**src/rtl/seg_splitter.sv**
```systemverilog
module seg_splitter #(
  parameter int AW         = 32,
  parameter int LW         = 16,
  parameter int MAX_SEG    = 8191,
  parameter int ALIGN_BITS = 2
) (
  input  logic          clk,
  input  logic          rst_n,
  input  logic          in_valid,
  output logic          in_ready,
  input  logic [AW-1:0] in_addr,
  input  logic [LW-1:0] in_len,
  output logic          out_valid,
  input  logic          out_ready,
  output logic [AW-1:0] out_addr,
  output logic [LW-1:0] out_len,
  output logic          out_last,
  output logic          err_misalign
);

  localparam int DW     = LW + 1;
  localparam int CW     = $clog2(DW + 1);
  localparam int CHUNK  = MAX_SEG - (MAX_SEG % (1 << ALIGN_BITS));
  localparam logic [LW-1:0] AMASK = LW'((1 << ALIGN_BITS) - 1);
  localparam logic [DW-1:0] MAXD  = DW'(MAX_SEG);
  localparam logic [DW-1:0] CHD   = DW'(CHUNK);

  typedef enum logic [2:0] {ST_IDLE, ST_PLAN, ST_CNT, ST_QUO, ST_OUT} st_t;

  st_t           st;
  logic [AW-1:0] cur_addr;
  logic [LW-1:0] rem;
  logic [LW-1:0] seg;
  logic [DW-1:0] dv_n, dv_r, dv_d;
  logic [CW-1:0] dv_cnt;
  logic          err_q;

  logic [DW-1:0] trial, r_nx, q_nx;
  logic          take, fits, bad_addr, accept, div_done;

  assign trial    = {dv_r[DW-2:0], dv_n[DW-1]};
  assign take     = trial >= dv_d;
  assign r_nx     = take ? trial - dv_d : trial;
  assign q_nx     = {dv_n[DW-2:0], take};
  assign div_done = dv_cnt == CW'(1);
  assign fits     = {1'b0, rem} <= MAXD;
  assign bad_addr = in_addr[ALIGN_BITS-1:0] != '0;
  assign accept   = in_valid && in_ready;

  assign in_ready     = st == ST_IDLE;
  assign out_valid    = st == ST_OUT;
  assign out_addr     = cur_addr;
  assign out_len      = seg;
  assign out_last     = seg == rem;
  assign err_misalign = err_q;

  always_ff @(posedge clk or negedge rst_n) begin
    if (!rst_n) begin
      st       <= ST_IDLE;
      cur_addr <= '0;
      rem      <= '0;
      seg      <= '0;
      dv_n     <= '0;
      dv_r     <= '0;
      dv_d     <= '0;
      dv_cnt   <= '0;
      err_q    <= 1'b0;
    end else begin
      err_q <= accept && bad_addr;
      case (st)
        ST_IDLE: begin
          if (accept && !bad_addr && in_len != '0) begin
            cur_addr <= in_addr;
            rem      <= in_len;
            st       <= ST_PLAN;
          end
        end
        ST_PLAN: begin
          if (fits) begin
            seg <= rem;
            st  <= ST_OUT;
          end else begin
            dv_n   <= {1'b0, rem} + CHD - DW'(1);
            dv_d   <= CHD;
            dv_r   <= '0;
            dv_cnt <= CW'(DW);
            st     <= ST_CNT;
          end
        end
        ST_CNT: begin
          dv_r   <= r_nx;
          dv_n   <= q_nx;
          dv_cnt <= dv_cnt - CW'(1);
          if (div_done) begin
            dv_n   <= {1'b0, rem};
            dv_d   <= q_nx;
            dv_r   <= '0;
            dv_cnt <= CW'(DW);
            st     <= ST_QUO;
          end
        end
        ST_QUO: begin
          dv_r   <= r_nx;
          dv_n   <= q_nx;
          dv_cnt <= dv_cnt - CW'(1);
          if (div_done) begin
            seg <= q_nx[LW-1:0] & ~AMASK;
            st  <= ST_OUT;
          end
        end
        ST_OUT: begin
          if (out_ready) begin
            cur_addr <= cur_addr + AW'(seg);
            rem      <= rem - seg;
            st       <= out_last ? ST_IDLE : ST_PLAN;
          end
        end
        default: st <= ST_IDLE;
      endcase
    end
  end

  AST_ERR_ONLY_AFTER_BAD: assert property (@(posedge clk) disable iff (!rst_n)
    err_misalign |-> $past(in_valid && in_ready && (in_addr[ALIGN_BITS-1:0] != '0)));
  AST_OUT_HOLD: assert property (@(posedge clk) disable iff (!rst_n)
    out_valid && !out_ready |=> out_valid && $stable(out_addr) && $stable(out_len) && $stable(out_last));
  AST_SEG_RANGE: assert property (@(posedge clk) disable iff (!rst_n)
    out_valid |-> (out_len != '0) && ({1'b0, out_len} <= MAXD));
  AST_MID_ALIGNED: assert property (@(posedge clk) disable iff (!rst_n)
    out_valid && !out_last |-> (out_len[ALIGN_BITS-1:0] == '0) && (out_addr[ALIGN_BITS-1:0] == '0));
  AST_BUSY_WHILE_OUT: assert property (@(posedge clk) disable iff (!rst_n)
    out_valid |-> !in_ready);
  AST_LAST_FREES: assert property (@(posedge clk) disable iff (!rst_n)
    out_valid && out_ready && out_last |=> in_ready && !out_valid);
  AST_MID_NOT_FREE: assert property (@(posedge clk) disable iff (!rst_n)
    out_valid && out_ready && !out_last |=> !in_ready);

endmodule

```
**config.mk**
```make
export PLATFORM = sky130hd
export DESIGN_NAME = seg_splitter
export DESIGN_NICKNAME = d
export VERILOG_FILES = /design/src/rtl/seg_splitter.sv
export SDC_FILE = /design/constraint.sdc
export NUM_CORES = 1
export LEC_CHECK = 0
export BUFFER_PORTS_ARGS = -buffer_cell sky130_fd_sc_hd__buf_2
export CORE_ASPECT_RATIO = 1.2
export CORE_MARGIN = 2
export CORE_UTILIZATION = 51
export CTS_BUF_LIST = sky130_fd_sc_hd__clkbuf_16
export DETAILED_ROUTE_END_ITERATION = 10
export PLACE_DENSITY = 0.71
export SLEW_MARGIN = 20
export SYNTH_ARGS = -nofsm -noshare
export SYNTH_HDL_FRONTEND = slang
export SYNTH_SLANG_ARGS = --single-unit
```
**constraint.sdc**
```tcl
create_clock -name clk -period 3.02 [get_ports clk]
set_input_delay 0.604 -clock clk [delete_from_list [all_inputs] [get_ports clk]]
set_output_delay 0.604 -clock clk [all_outputs]
set_load 0.03 [all_outputs]
```
==> impl_metrics.csv <==
group,metric,value,unit
outcome,status,"complete, no violations",
grt,grt_pass1_wl,40100,µm
worst_setup_path,crit_start,"out_len[6]",
cts,cts-root-buf,"clkbuf_16",
floorplan,start_util,51.8,%
synthesis,synth_edf_count,0,
worst_setup_path,end_kind,"output port",
sta,tns,0,ps
placed_design,io_buffer_count,103,
sta,max_freq,342,MHz
drt,wl_per_cell,17.4,µm
sta,fin_worst_skew,11.4,ps
worst_setup_path,worstSetupEndpoint,"out_last",
worst_setup_path,worstPathArrival,2320,ps
sta,drv_slew,0,
floorplan,die_w,123,µm
cells_and_area,syn2layout_area_growth,18.3,%
cts,h-tree-depth,4,
synthesis,synth_nets,1172,
placed_design,hpwl,18200,µm
cells_and_area,drive_gt1_share,17.2,%
sta,fin_ws,99.7,ps
grt,grt_max_degree,57,
sta,rsz0062_at_grt,"false",
drt,postRouteAntennaNets,0,
drt,via_per_inst,5.92,
cts,cts_tree,"yes",
worst_hold_path,min_path_type,"in -> async",
synthesis,synth-seq-area-share,35.4,%
sta,tightestPinTransition,943,ps
sta,setup_viol,0,
cts,cts.sinks,123,
grt,grt_antenna_before_repair,0,
cells_and_area,layout.nets,1290,
synthesis,ys_warn_count,0,
cts,numCtsBuffers,17,
synthesis,syn_area_per_cell,8.15,µm²
drt,drcViolationCount,0,
sta,finalHoldViolations,0,
sta,relSlewSlack,36.9,%
worst_setup_path,critical_path_class,"reg -> out",
worst_setup_path,reg2reg_from,"out_addr[0]",
pwr,power.leakage,4.75,nW
placed_design,placed_cell_area,9680,µm²
worst_setup_path,rrSetupSlack,260,ps
grt,grt-ovfl-total,0,
grt,grt_pass1_vias,8125,
synthesis,yosysTopAreaCellShare,35.4,%
worst_setup_path,cp-start-kind,"flip-flop",
cells_and_area,antenna_cells,0,
synthesis,synth_flop_cell,"dfrtp_1",
drt,dr.pass1.iters,6,
cts,clkSlewWorstSetupHoldPaths,60,ps
synthesis,syn_area,8690,µm²
synthesis,ys_ff_latch,123,
grt,grt_usage,28.0,%
drt,vias,8360,
placed_design,pre_cts_slack,190,ps
floorplan,io_pins,104,
pwr,power_density,1280,nW/µm²
cells_and_area,final_area,10300,µm²
floorplan,die_h,147,µm
worst_setup_path,critPathRequiredTime,2420,ps
synthesis,synthArstFlopShare,100,%
synthesis,synth_area_leaders,"dfrtp_1 35%, ha_1 7.3%, a21oi_1 6.1%",
synthesis,yosysUniqueCellTypes,71,
floorplan,coreArea,16800,µm²
cts,cts_buffer_depth,2,
cells_and_area,fill_cells,1519,
pwr,ir_drop,668,µV
drt,wl,24600,µm
drt,drtIter0Drc,593,
placed_design,gp_congestion,0.965,
floorplan,dieArea,18100,µm²
flow_run,max_cap_viol_count,0,
floorplan,rows,52,
synthesis,synth_area_leader_cell,"dfrtp_1",
worst_setup_path,critPathMaxFanout,4,
cells_and_area,final_util,61.2,%
cts,clk_latency,420,ps
synthesis,synthCells,1066,
sta,layout_min_cycle_time,2920,ps
worst_setup_path,r2r_end,"out_addr[14]",
sta,holdWs,229,ps
worst_setup_path,rr_worst_depth,10,
sta,period_share,96.7,%
## cell usage after synthesis, drive strengths merged, types with 8 or more instances
library cell	count
nand2	130
dfrtp	123
a21oi	106
o21ai	100
nor2	98
inv	53
ha	51
clkbuf	44
nor3	27
nand3	25
mux2i	24
xnor2	21
a211oi	17
nand4	17
o21a	16
xor2	16
and3	14
buf	14
a31oi	13
nor2b	12
o31ai	10
nand2b	9
o211ai	9
a21o	8
## cells by family (layout without fill, tap and decap cells)
group,count (synthesis),count (layout),share of synthesized area [%]
flip-flops,123,123,35.4
multiplexers,24,24,2.77
adder cells (fa/ha/maj),54,54,8.04
AND/OR/NAND/NOR,368,368,19.8
XOR/XNOR,37,37,3.73
AO/OA/AOI/OAI,348,348,25.0
buffers and inverters,112,241,5.14
## worst max-delay path: stages, from the launching register on
cell and delay, ps:
dfrtp_1 390, inv_1 60, ha_1 360, nand4_1 170, or3_4 410, nor4_4 280, buf_4 220
## worst min path at each step
| stage | slack [ps] | cells past startpoint | endpoint |
|---|---|---|---|
| 6_report | 230 | 1 | st[0] |
| 5_1_grt | 290 | 1 | out_addr[22] |
| 4_1_cts | 250 | 1 | out_addr[23] |
| 3_5_place_dp | 490 | 2 | dv_d[0] |
| 3_3_place_gp | 470 | 2 | dv_d[0] |
| 2_1_floorplan | 310 | 0 | dv_cnt[0] |
## registers in the layout, indices dropped and copies added, names as in the netlist
name	flops
dv_cnt	5
dv_d	17
dv_n	17
dv_r	16
err_misalign	1
out_addr	32
out_len	16
rem	16
st	3
## per-layer routing
layer,global-route usage (%),part of all wire (%)
met5,0,0
met4,10.6,2.7
met3,4.15,4.2
met2,46.2,49
met1,36.8,44
## where the power goes
part           internal, W  switching (W)
Sequential         0.00241       0.000741
Clock              0.00118       0.000747
Combinational      0.00318        0.00491
Total              0.00677        0.00640
## stage by stage
step / total power, W / cells
2_1_floorplan: 0.00880 / 1066
3_3_place_gp: 0.0109 / 1378
3_5_place_dp: 0.0110 / 1378
4_1_cts: 0.0130 / 1409
5_1_grt: 0.0142 / 1411
6_report: 0.0132 / 1411
## what timing repair did
action	4_1_cts	5_1_grt
gates cloned	0	0
hold buffers	0	0
buffers inserted	1	2
pin swaps	2	2
endpoints found under the setup margin	1	1
gates resized for setup	2	4
## final cells by class
type	instances	area, µm²	share of cell area (%)
clock buffer	17	425	4.14
clock inverter	13	113	1.10
inverter	54	203	1.97
multi-input combinational	831	5240	51.0
sequential	123	3080	29.9
tap	216	270	2.63
timing repair buffer	157	951	9.25
## cells in the final DEF, fill, tap and decap left out, types with 13 or more instances in the layout
cell type  synthesis  final
o21a_1            16     16
clkbuf_16          0     17
nor3_1            25     25
buf_4              3     54
o21ai_0           96     95
a21oi_1          106    105
nand3_1           25     25
a211oi_1          16     16
nor2_1            95     94
inv_1             53     55
dfrtp_1          123    123
nand2_1          130    129
a31oi_1           13     13
ha_1              51     49
xnor2_1           21     21
buf_2             11    101
xor2_1            16     16
nand4_1           17     17
mux2i_1           24     24
and3_1            14     14
(Power assumes the default switching activity.)
